<file path="config.mk">
export PLATFORM = sky130hd
export DESIGN_NAME = qual_pattern_gen
export DESIGN_NICKNAME = d
export VERILOG_FILES = /design/src/rtl/qpg_pkg.sv /design/src/rtl/qpg_seq.sv /design/src/rtl/qpg_outdec.sv /design/src/rtl/qual_pattern_gen.sv
export SDC_FILE = /design/constraint.sdc
export NUM_CORES = 1
export LEC_CHECK = 0
export BUFFER_PORTS_ARGS = -buffer_cell sky130_fd_sc_hd__buf_2
export CAP_MARGIN = 25
export CORE_AREA = 5 5 42 44
export CTS_CLUSTER_DIAMETER = 50
export CTS_CLUSTER_SIZE = 12
export DETAILED_ROUTE_END_ITERATION = 6
export DIE_AREA = 0 0 47 49
export GPL_TIMING_DRIVEN = 0
export SLEW_MARGIN = 20
export SYNTH_ARGS = -nofsm -noshare
export SYNTH_HDL_FRONTEND = slang
export SYNTH_SLANG_ARGS = --single-unit
</file>
<file path="constraint.sdc">
create_clock -name clk -period 2.6 [get_ports clk]
set_clock_uncertainty 0.2 [all_clocks]
set_input_delay 0.13 -clock clk [delete_from_list [all_inputs] [get_ports clk]]
set_output_delay 0.13 -clock clk [all_outputs]
set_load 0.005 [all_outputs]
</file>
<file path="src/rtl/qpg_pkg.sv">
package qpg_pkg;
    localparam int ST_W = 3;

    typedef enum logic [ST_W-1:0] {
        ST_IDLE  = 3'b000,
        ST_LEAD  = 3'b001,
        ST_GAP   = 3'b011,
        ST_QUAL  = 3'b010,
        ST_WAIT  = 3'b110,
        ST_DRAIN = 3'b100
    } qpg_state_e;

    typedef struct packed {
        qpg_state_e state;
    } qpg_regs_t;

    function automatic logic qpg_is_legal(input logic [ST_W-1:0] code, input bit drain_en);
        case (code)
            ST_IDLE, ST_LEAD, ST_GAP, ST_QUAL, ST_WAIT: return 1'b1;
            ST_DRAIN: return drain_en;
            default: return 1'b0;
        endcase
    endfunction
endpackage

</file>
<file path="src/rtl/qpg_seq.sv">
module qpg_seq
    import qpg_pkg::*;
#(
    parameter bit DRAIN_EN = 1'b1
) (
    input  logic            clk,
    input  logic            rst,
    input  logic            trig_i,
    output logic [ST_W-1:0] state_o
);
    qpg_regs_t regs_d, regs_q;

    always_comb begin
        regs_d = regs_q;
        case (regs_q.state)
            ST_IDLE:  if (trig_i) regs_d.state = ST_LEAD;
            ST_LEAD:  regs_d.state = ST_GAP;
            ST_GAP:   regs_d.state = ST_QUAL;
            ST_QUAL:  regs_d.state = ST_WAIT;
            ST_WAIT: begin
                if (!trig_i) regs_d.state = DRAIN_EN ? ST_DRAIN : ST_IDLE;
            end
            ST_DRAIN: regs_d.state = ST_IDLE;
            default:  regs_d.state = ST_IDLE;
        endcase
    end

    always_ff @(posedge clk) begin
        if (rst) regs_q <= '{state: ST_IDLE};
        else     regs_q <= regs_d;
    end

    assign state_o = regs_q.state;

    a_r3_launch: assert property (@(posedge clk) disable iff (rst)
        (state_o == ST_IDLE && trig_i) |=> (state_o == ST_LEAD));
    a_r2_idle_hold: assert property (@(posedge clk) disable iff (rst)
        (state_o == ST_IDLE && !trig_i) |=> (state_o == ST_IDLE));
    a_r4_lead_step: assert property (@(posedge clk) disable iff (rst)
        (state_o == ST_LEAD) |=> (state_o == ST_GAP));
    a_r4_gap_step: assert property (@(posedge clk) disable iff (rst)
        (state_o == ST_GAP) |=> (state_o == ST_QUAL));
    a_r7_qual_to_wait: assert property (@(posedge clk) disable iff (rst)
        (state_o == ST_QUAL) |=> (state_o == ST_WAIT));
    a_r7_wait_hold: assert property (@(posedge clk) disable iff (rst)
        (state_o == ST_WAIT && trig_i) |=> (state_o == ST_WAIT));
    a_r8_release: assert property (@(posedge clk) disable iff (rst)
        (state_o == ST_WAIT && !trig_i) |=>
            (state_o == (DRAIN_EN ? ST_DRAIN : ST_IDLE)));
    a_r8_drain_exit: assert property (@(posedge clk) disable iff (rst)
        (state_o == ST_DRAIN) |=> (state_o == ST_IDLE));
    a_r9_unit_step: assert property (@(posedge clk) disable iff (rst)
        (DRAIN_EN && !rst) |=> ($countones(state_o ^ $past(state_o)) <= 1));
    a_r10_legal: assert property (@(posedge clk) disable iff (rst)
        qpg_is_legal(state_o, DRAIN_EN));
endmodule

</file>
<file path="src/rtl/qpg_outdec.sv">
module qpg_outdec
    import qpg_pkg::*;
#(
    parameter bit QUAL_INVERT = 1'b0
) (
    input  logic [ST_W-1:0] state_i,
    input  logic            qual_i,
    output logic            pulse_o
);
    logic qual_eff;

    generate
        if (QUAL_INVERT) begin : g_inv
            assign qual_eff = ~qual_i;
        end else begin : g_pass
            assign qual_eff = qual_i;
        end
    endgenerate

    always_comb begin
        case (state_i)
            ST_LEAD: pulse_o = 1'b1;
            ST_QUAL: pulse_o = qual_eff;
            default: pulse_o = 1'b0;
        endcase
    end
endmodule

</file>
<file path="src/rtl/qual_pattern_gen.sv">
module qual_pattern_gen
    import qpg_pkg::*;
#(
    parameter bit QUAL_INVERT = 1'b0,
    parameter bit DRAIN_EN    = 1'b1
) (
    input  logic            clk,
    input  logic            rst,
    input  logic            trig_i,
    input  logic            qual_i,
    output logic            pulse_o,
    output logic [ST_W-1:0] state_o
);
    logic [ST_W-1:0] state_w;

    qpg_seq #(.DRAIN_EN(DRAIN_EN)) u_seq (
        .clk     (clk),
        .rst     (rst),
        .trig_i  (trig_i),
        .state_o (state_w)
    );

    qpg_outdec #(.QUAL_INVERT(QUAL_INVERT)) u_outdec (
        .state_i (state_w),
        .qual_i  (qual_i),
        .pulse_o (pulse_o)
    );

    assign state_o = state_w;

    a_r5_qual_gate: assert property (@(posedge clk) disable iff (rst)
        (state_w == ST_QUAL) |-> (pulse_o == (qual_i ^ QUAL_INVERT)));
    a_r4_gap_low: assert property (@(posedge clk) disable iff (rst)
        (state_w == ST_GAP || state_w == ST_WAIT || state_w == ST_IDLE) |-> !pulse_o);
    a_r3_lead_high: assert property (@(posedge clk) disable iff (rst)
        (state_w == ST_LEAD) |-> pulse_o);
endmodule

</file>
* Word level (Yosys, flattened, before mapping)
Index checks and enable logic that the tools add are counted.
** Word-level totals
- Bits in registers :: 3
- Input port bits :: 4
- Output and inout port bits :: 4
- Logic and storage cells :: 13
** Operators by class
- Equality and inequality tests :: 6
- Muxes and demuxes :: 4
- Reductions and logical operators :: 2
** Operators with widths (number)
- $pmux W3 S5 :: 1
- $eq A3 B2 Y1 const B :: 2
- $mux W3 :: 2
- $ne A2 B2 Y1 const B :: 2
- $eq A3 B1 Y1 const B :: 1
- $eq A3 B3 Y1 const B :: 1
- $logic_not A3 Y1 :: 1
- $pmux W1 S2 :: 1
- $reduce_and A2 Y1 :: 1

* Longest topological paths before layout
Gate-level depths: netlist (run 1).
- Word-level depth :: 3
- Depth in mapped cells :: 2

* Cells and area by module
From an unflattened synthesis (run 1), not the netlist that was laid out.
** Second synthesis, totals
- Cells, all modules :: 12
- Area total of the unflattened synthesis :: 118.9 sq um
** Modules (own cells, without submodules)
- qpg_seq :: times used 1, cells each 9, area an instance 100.1 sq um, seq. area each 60.1 sq um
- qpg_outdec :: times used 1, cells each 3, area an instance 18.8 sq um, seq. area each 0.0 sq um

* Worst setup path before layout (run 1)
OpenSTA, ideal clock, no wires.
- Path kind :: flip-flop to output port
- Start point :: register u_seq.regs_q[0] (netlist: u_seq.state_o[0])
- End point :: output pulse_o
- Data arrival time :: 0.662 ns
- Setup slack :: 1.608 ns
- Stages on the path, launching flop included :: 3
- Path through :: dfxtp_1 nand3b_1 a21oi_1
** On the way
- Cells in the longest elaborated chain, start to end :: 2
- Elaborated cells on any way between the ends :: 3
- Those cells by class :: 2 x eq/ne; 1 x mux
** Ends and longest elaborated chain
- start: declaration :: RTL line qpg_seq.sv:11 : qpg_regs_t regs_d, regs_q;
- start signal: assignment :: RTL line qpg_seq.sv:29 : if (rst) regs_q <= '{state: ST_IDLE};
- start signal: assignment :: RTL line qpg_seq.sv:30 : else regs_q <= regs_d;
- $eq A3 B2 Y1 or $eq A3 B1 Y1 (tied branches) :: RTL line qpg_outdec.sv:21 : case (state_i)
- $pmux W1 S2 * :: RTL line qpg_outdec.sv:21
- end: declaration :: RTL line qual_pattern_gen.sv:11 : output logic pulse_o,
Every way passes the cells marked *; elsewhere a longest branch is shown, timed or not.

* Final worst setup path (run 1)
- Start point :: input trig_i
- End point :: register u_seq.regs_q[1] (netlist: u_seq.state_o[1])
** On the way
- Cells in the longest elaborated chain, start to end :: 2
- Elaborated cells on any way between the ends :: 3
- Those cells by class :: 2 x eq/ne; 1 x reduce/logical
** Ends and longest elaborated chain
- start: declaration :: RTL line qual_pattern_gen.sv:9 : input logic trig_i,
- $ne A2 B2 Y1 (no source line)
- $reduce_and A2 Y1 (no source line) *
Marks and branches as above.
A chain may end at the register's enable or synchronous reset.

==> results of run 1 <==
==> per-stage QoR <==
stage,std cells,area (um^2),hold slack [ns],total power [mW]
2_1_floorplan,12,119,-0.00535,0.0658
3_3_place_gp,35,174,0.131,0.0761
3_5_place_dp,35,174,0.136,0.0765
4_1_cts,42,230,0.307,0.168
5_1_grt,42,230,0.339,0.176
6_report,42,230,0.306,0.164
==> critical path, delay by kind of cell <==
family | cells | cell delay [ns]
buffers and inverters | 3 | 1.19
AO/OA/AOI/OAI | 1 | 0.20
AND/OR/NAND/NOR | 1 | 0.06
==> cells in the final DEF (no fill, tap or decap) <==
cell and n:
a211oi_2 1, a21oi_1 1, buf_2 7, clkbuf_1 1
clkbuf_4 3, dfxtp_1 3, dlygate4sd3_1 3, nand2b_1 2
nand3b_1 1, nor2_1 2, nor3b_1 1, nor4_1 1
==> worst min path at each step <==
stage               slack (ns)  depth (start not counted)              from                to
floorplan               -0.005                          1               rst  u_seq.state_o[1]
global placement          0.13                          2               rst  u_seq.state_o[1]
detailed placement        0.14                          2               rst  u_seq.state_o[1]
CTS                       0.31                          1  u_seq.state_o[1]  u_seq.state_o[0]
global route              0.34                          1  u_seq.state_o[2]  u_seq.state_o[0]
finish                    0.31                          1  u_seq.state_o[2]  u_seq.state_o[0]
==> per-layer routing <==
metal | share of wire, % | global-route usage, % | wire [um] | vias to the layer above
li1 | - | - | - | 70
met1 | 41 | 3.73 | 128 | 63
met2 | 38 | 4.07 | 117 | 8
met3 | 21 | 6.64 | 64 | 0
met4 | 0 | 1.38 | 0 | 0
met5 | 0 | 0 | 0 | -
==> final cells by class <==
cell class | instances | area, um^2
fill | 174 | 1170
multi-input combinational | 9 | 58.8
sequential | 3 | 60.1
tap | 16 | 20.0
clock buffer | 4 | 26.3
timing repair buffer | 10 | 65.1
==> report_power, final <==
| part | total [mW] | switching (mW) | internal, mW |
|---|---|---|---|
| combinational | 0.0239 | 0.00845 | 0.0154 |
| sequential | 0.0558 | 0.00535 | 0.0505 |
| clock | 0.0839 | 0.0262 | 0.0577 |
==> repair_timing <==
action / CTS / global route
hold endpoints to repair: 3 / 0
hold buffers: 3 / 0
gates resized for setup: 0 / 0
==> logic make-up after synthesis <==
kind of cell,count (synthesis)
compound gates,2
flops,3
simple gates,7
==> key figures, run 1 <==
Critical path
  • Critical Path RT: 2.58 ns
  • Worst Setup SP: trig_i
  • CP cell instances: dlygate4sd3_1 > buf_2 > nand2b_1 > a211oi_2 > dlygate4sd3_1
  • Critical Setup Path Class: input pin to flop
  • Crit. End Element: flop
  • CP dominant cell by count: dlygate4sd3_1
  • Crit-path max cell delay: 0.56 ns
  • Worst path slowest cell: dlygate4sd3_1
  • Critical Path Sink: u_seq.state_o[1]
  • R2R setup slack: 1.07 ns
  • Worst Path Arrival: 1.57 ns
  • Worst r2r src: u_seq.state_o[0]
  • Crit Path Max Fanout: 2
  • Reg2reg path depth: 3
  • Worst r2r dst: u_seq.state_o[1]
  • Crit path launch type: input pin

Floorplanning
  • Die H: 49 um
  • Core Rows: 14
  • Die W: 47 um
  • Core ar.: 0.00140 mm^2
  • Die area: 0.00230 mm^2
  • I/O pin total: 8
  • Starting density of the core: 8.48%

Synthesis
  • Number of enable flip-flop cells after synthesis: 0
  • Distinct cells, synth: 8
  • Synth Area in XOR/XNOR: 0%
  • Post-synthesis async set-or-reset flop share: 0%
  • Largest family of logic cells by synthesized area: simple AND/OR/NAND/NOR gates
  • Yosys warnings: 0
  • Count leader, synth: dfxtp_1
  • Post-synth top area share: 50.5%
  • Post-synth top area cell: dfxtp_1
  • Synth Area in Adders: 0%
  • Seq cells post-synth: 3
  • Largest cells by area after synthesis: dfxtp_1 51%, a211oi_2 11%, nand2b_1 11%
  • Synth Flop Type: dfxtp_1
  • Mapped Nets: 16
  • Post-Syn Instances: 12
  • Mapped Area: 119 um^2
  • Synth top cells by count: 3 x dfxtp_1, 2 x nand2b_1, 2 x nor2_1
  • Seq/Total Area, Yosys: 50.5%
  • Simple-gate share of the synthesized area: 34.7%
  • Post-synthesis mux area share: 0%
  • Avg Inst Size Synth: 9.91 um^2
  • Synth Area in Compound Gates: 14.7%

Pwr
  • Largest vdd supply drop: 0.000234 V
  • Pleak: 0.101 nW
  • Power Density: 710 mW/mm^2

Route
  • Pre-Repair DR Iteration Count: 2
  • Via count: 141
  • Ratio of routed vias to standard cells: 3.36
  • Drt total wl: 310 um
  • Wire per inst: 7.38 um
  • Post-DRT Antenna Nets: 0
  • DRC: 0
  • Drt initial violations: 3

Timing
  • Fin crit period: 1.59 ns
  • Setup repair after global routing missed its margin: no
  • Setup violators final: 0
  • Tcrit/Tclk final: 61.2%
  • Final hold vios: 0
  • Final WS setup: 1.01 ns
  • Slew HR: 86.0%
  • Final Max Slew Viols: 0
  • Final TNS setup: 0 ns
  • Least-Margin Pin Slew: 0.208 ns
  • Fmax: 628 MHz

Cells and area
  • Layout Utilization: 16.4%
  • Layout cells sized above 1: 42.3%
  • Number of flip-flops in the largest register: 3
  • ANT cells: 0
  • Area Overhead vs Synth: 93.7%
  • NumNets Final: 31

Clock tree
  • H-tree depth: 1
  • CTS tree: built
  • Worst-skew pair later-pin latency: 0.23 ns
  • Root buf cell: clkbuf_4
  • Post CTS Setup Buffer Count: 0
  • CTS Sinks: 3
  • Max Root-Sink Buffers: 2
  • CTS buffer count: 3
  • Worst-path clk slew: 0.04 ns

Placed design
  • GP Congestion: 0.583
  • Pre-CTS setup slack: 1.51 ns
  • Port Buffers: 7

Flow run
  • MaxCap Viol Count: 0

Global route
  • Initial antenna violation count: 0
  • GR Util All Layers: 3.94%
  • Vias in the first global route: 140
  • Pin count of the biggest net entering global routing: 8
  • First-pass GRT wire length: 558 um
  • Total gr overflow: 0

Run status
  • Status: finished clean

Min path
  • Worst hold path class: flop to flop
Power figures use the tool's default switching activity.
==> inputs of run 2 (changes only) <==
Clock period 2.6 ns to 1.6 ns, I/O delays scaled along.
==> run 2 against run 1 <==
Clock power increased by 62%. Clock-buffer cell count unchanged. Sequential share of layout area increased by 1.2 points. Routed wire length decreased by 0.97%. Register-to-register slack got worse by 0.46 ns. Cell count decreased by 2.4%.
==> key figures, run 2 (synthesized netlist as in run 1, its figures left out) <==
Run status
  • Status: finished clean

Critical path
  • CP cell instances: nand3b_1 > a21oi_1 > buf_2
  • Crit path max-delay family: flip-flops
  • Buffers plus inverters on the worst setup path: 1 (-2)
  • Worst r2r src: u_seq.state_o[0]
  • Reg2reg path depth: 2 (-1)
  • Crit path launch type: flop
  • Crit. End Element: output pin
  • Critical Setup Path Class: flop to output pin
  • R2R setup slack: 0.61 ns (-0.46 ns)
  • Worst Setup SP: u_seq.state_o[0]
  • Crit Path Max Fanout: 7 (+5)
  • Worst path slowest cell: dfxtp_1
  • Crit-path max cell delay: 0.34 ns (-0.22 ns)
  • Worst Path Arrival: 1.00 ns (-0.57 ns)
  • Worst r2r dst: u_seq.state_o[1]
  • Critical Path RT: 1.32 ns (-1.26 ns)

Floorplanning
  • Die area: 0.00230 mm^2 (unchanged)
  • Starting density of the core: 8.48% (unchanged)
  • Die W: 47 um (unchanged)
  • Core ar.: 0.00140 mm^2 (unchanged)
  • Die H: 49 um (unchanged)
  • I/O pin total: 8 (unchanged)
  • Core Rows: 14 (unchanged)

Min path
  • Worst hold path class: input pin to output pin
  • Hold Crit Depth: 4 (+3)
  • Hold_sp: qual_i
  • End of the worst hold path: pulse_o

Timing
  • Fin crit period: 1.28 ns
  • Setup violators final: 0 (unchanged)
  • Tcrit/Tclk final: 80.1%
  • Final hold vios: 0 (unchanged)
  • Final Max Slew Viols: 0 (unchanged)
  • Slew HR: 86.0% (about the same)
  • Least-Margin Pin Slew: 0.208 ns (-0.00000525 ns)
  • Hold_ws: 0.303 ns (-0.00339 ns)
  • Final TNS setup: 0 ns (unchanged)
  • Fmax: 780 MHz
  • Setup repair after global routing missed its margin: no

Clock tree
  • Max Root-Sink Buffers: 2 (unchanged)
  • Root buf cell: clkbuf_4
  • CTS buffer count: 3 (unchanged)
  • H-tree depth: 1 (unchanged)
  • Post CTS Setup Buffer Count: 0 (unchanged)
  • CTS tree: built
  • Worst-path clk slew: 0.04 ns (about the same)
  • CTS Sinks: 3 (unchanged)
  • Worst-skew pair later-pin latency: 0.23 ns (about the same)

Cells and area
  • Commonest non-fill, non-tap cell in the layout: buf_2
  • NumNets Final: 30 (-3.2%)
  • ANT cells: 0 (unchanged)
  • Number of flip-flops in the largest register: 3 (unchanged)
  • Filler instances: 175 (+0.57%)
  • Area Overhead vs Synth: 85.3%
  • Layout cells sized above 1: 44.0% (+1.7 points)
  • Most frequent cells in the layout: 7 x buf_2, 3 x clkbuf_4, 3 x dfxtp_1

Global route
  • Initial antenna violation count: 0 (unchanged)
  • Total gr overflow: 0 (unchanged)
  • Vias in the first global route: 140 (unchanged)
  • First-pass GRT wire length: 558 um (unchanged)
  • Pin count of the biggest net entering global routing: 8 (unchanged)
  • GR Util All Layers: 3.94% (unchanged)

Route
  • Wire per inst: 7.49 um (+1.4%)
  • Drt total wl: 307 um (-0.97%)
  • Ratio of routed vias to standard cells: 3.34 (-0.47%)
  • DRC: 0 (unchanged)
  • Drt initial violations: 3 (unchanged)
  • Via count: 137 (-2.8%)
  • Pre-Repair DR Iteration Count: 2 (unchanged)
  • Post-DRT Antenna Nets: 0 (unchanged)

Pwr
  • Largest vdd supply drop: 0.000381 V (+62%)
  • Pleak: 0.0955 nW (-5.9%)
  • Power Density: 1190 mW/mm^2 (+68%)

Flow run
  • MaxCap Viol Count: 0 (unchanged)

Placed design
  • Port Buffers: 7 (unchanged)
  • GP Congestion: 0.583 (unchanged)
## run 2: repair_timing
item,4_1_cts,5_1_grt
hold endpoints to repair,3,0
endpoints found under the setup margin,0,1
hold buffers,3,0
resized for setup,0,0
## run 2: worst max-delay path by stage
stage | to | slack (ns) | cells past startpoint
after global routing | pulse_o | 0.24 | 3
final | pulse_o | 0.32 | 3
after detailed placement | pulse_o | 0.56 | 3
after global placement | pulse_o | 0.56 | 3
after CTS | u_seq.state_o[1] | 0.05 | 5
after floorplan | u_seq.state_o[1] | 0.64 | 2
## run 2: metal layers
metal / vias up / share of wire (%) / track usage [%]
li1: 68 / - / -
met1: 61 / 40 / 3.73
met2: 8 / 38 / 4.07
met3: 0 / 21 / 6.64
met4: 0 / 0 / 1.38
met5: - / 0 / 0
## run 2: power by group
part / switching, mW / leakage, nW / internal, mW / total [mW]
Sequential: 0.00872 / 0.0247 / 0.0820 / 0.0907
Clock: 0.0424 / 0.0150 / 0.0937 / 0.136
Combinational: 0.0133 / 0.0558 / 0.0220 / 0.0353
Total: 0.0644 / 0.0955 / 0.198 / 0.262
## run 2: final cells by class
type	count	area [um^2]	share of cell area (%)
clock buffer	4	26.3	11.9
multi-input combinational	9	58.8	26.7
sequential	3	60.1	27.3
tap	16	20.0	9.09
timing repair buffer	9	55.1	25.0
## run 2: worst min-delay path: stages
cell      delay [ns]
buf_2           0.10
nand3b_1        0.07
a21oi_1         0.06
buf_2           0.12
## run 2: per-stage QoR
step	instances	utilization (%)	area, um^2	worst slack, ns	total power, mW
floorplan	12	-	119	0.641	0.107
global placement	35	12.4	174	0.564	0.124
detailed placement	35	12.4	174	0.562	0.124
CTS	42	16.4	230	0.0500	0.273
global route	41	15.7	220	0.235	0.283
finish	41	15.7	220	0.318	0.262
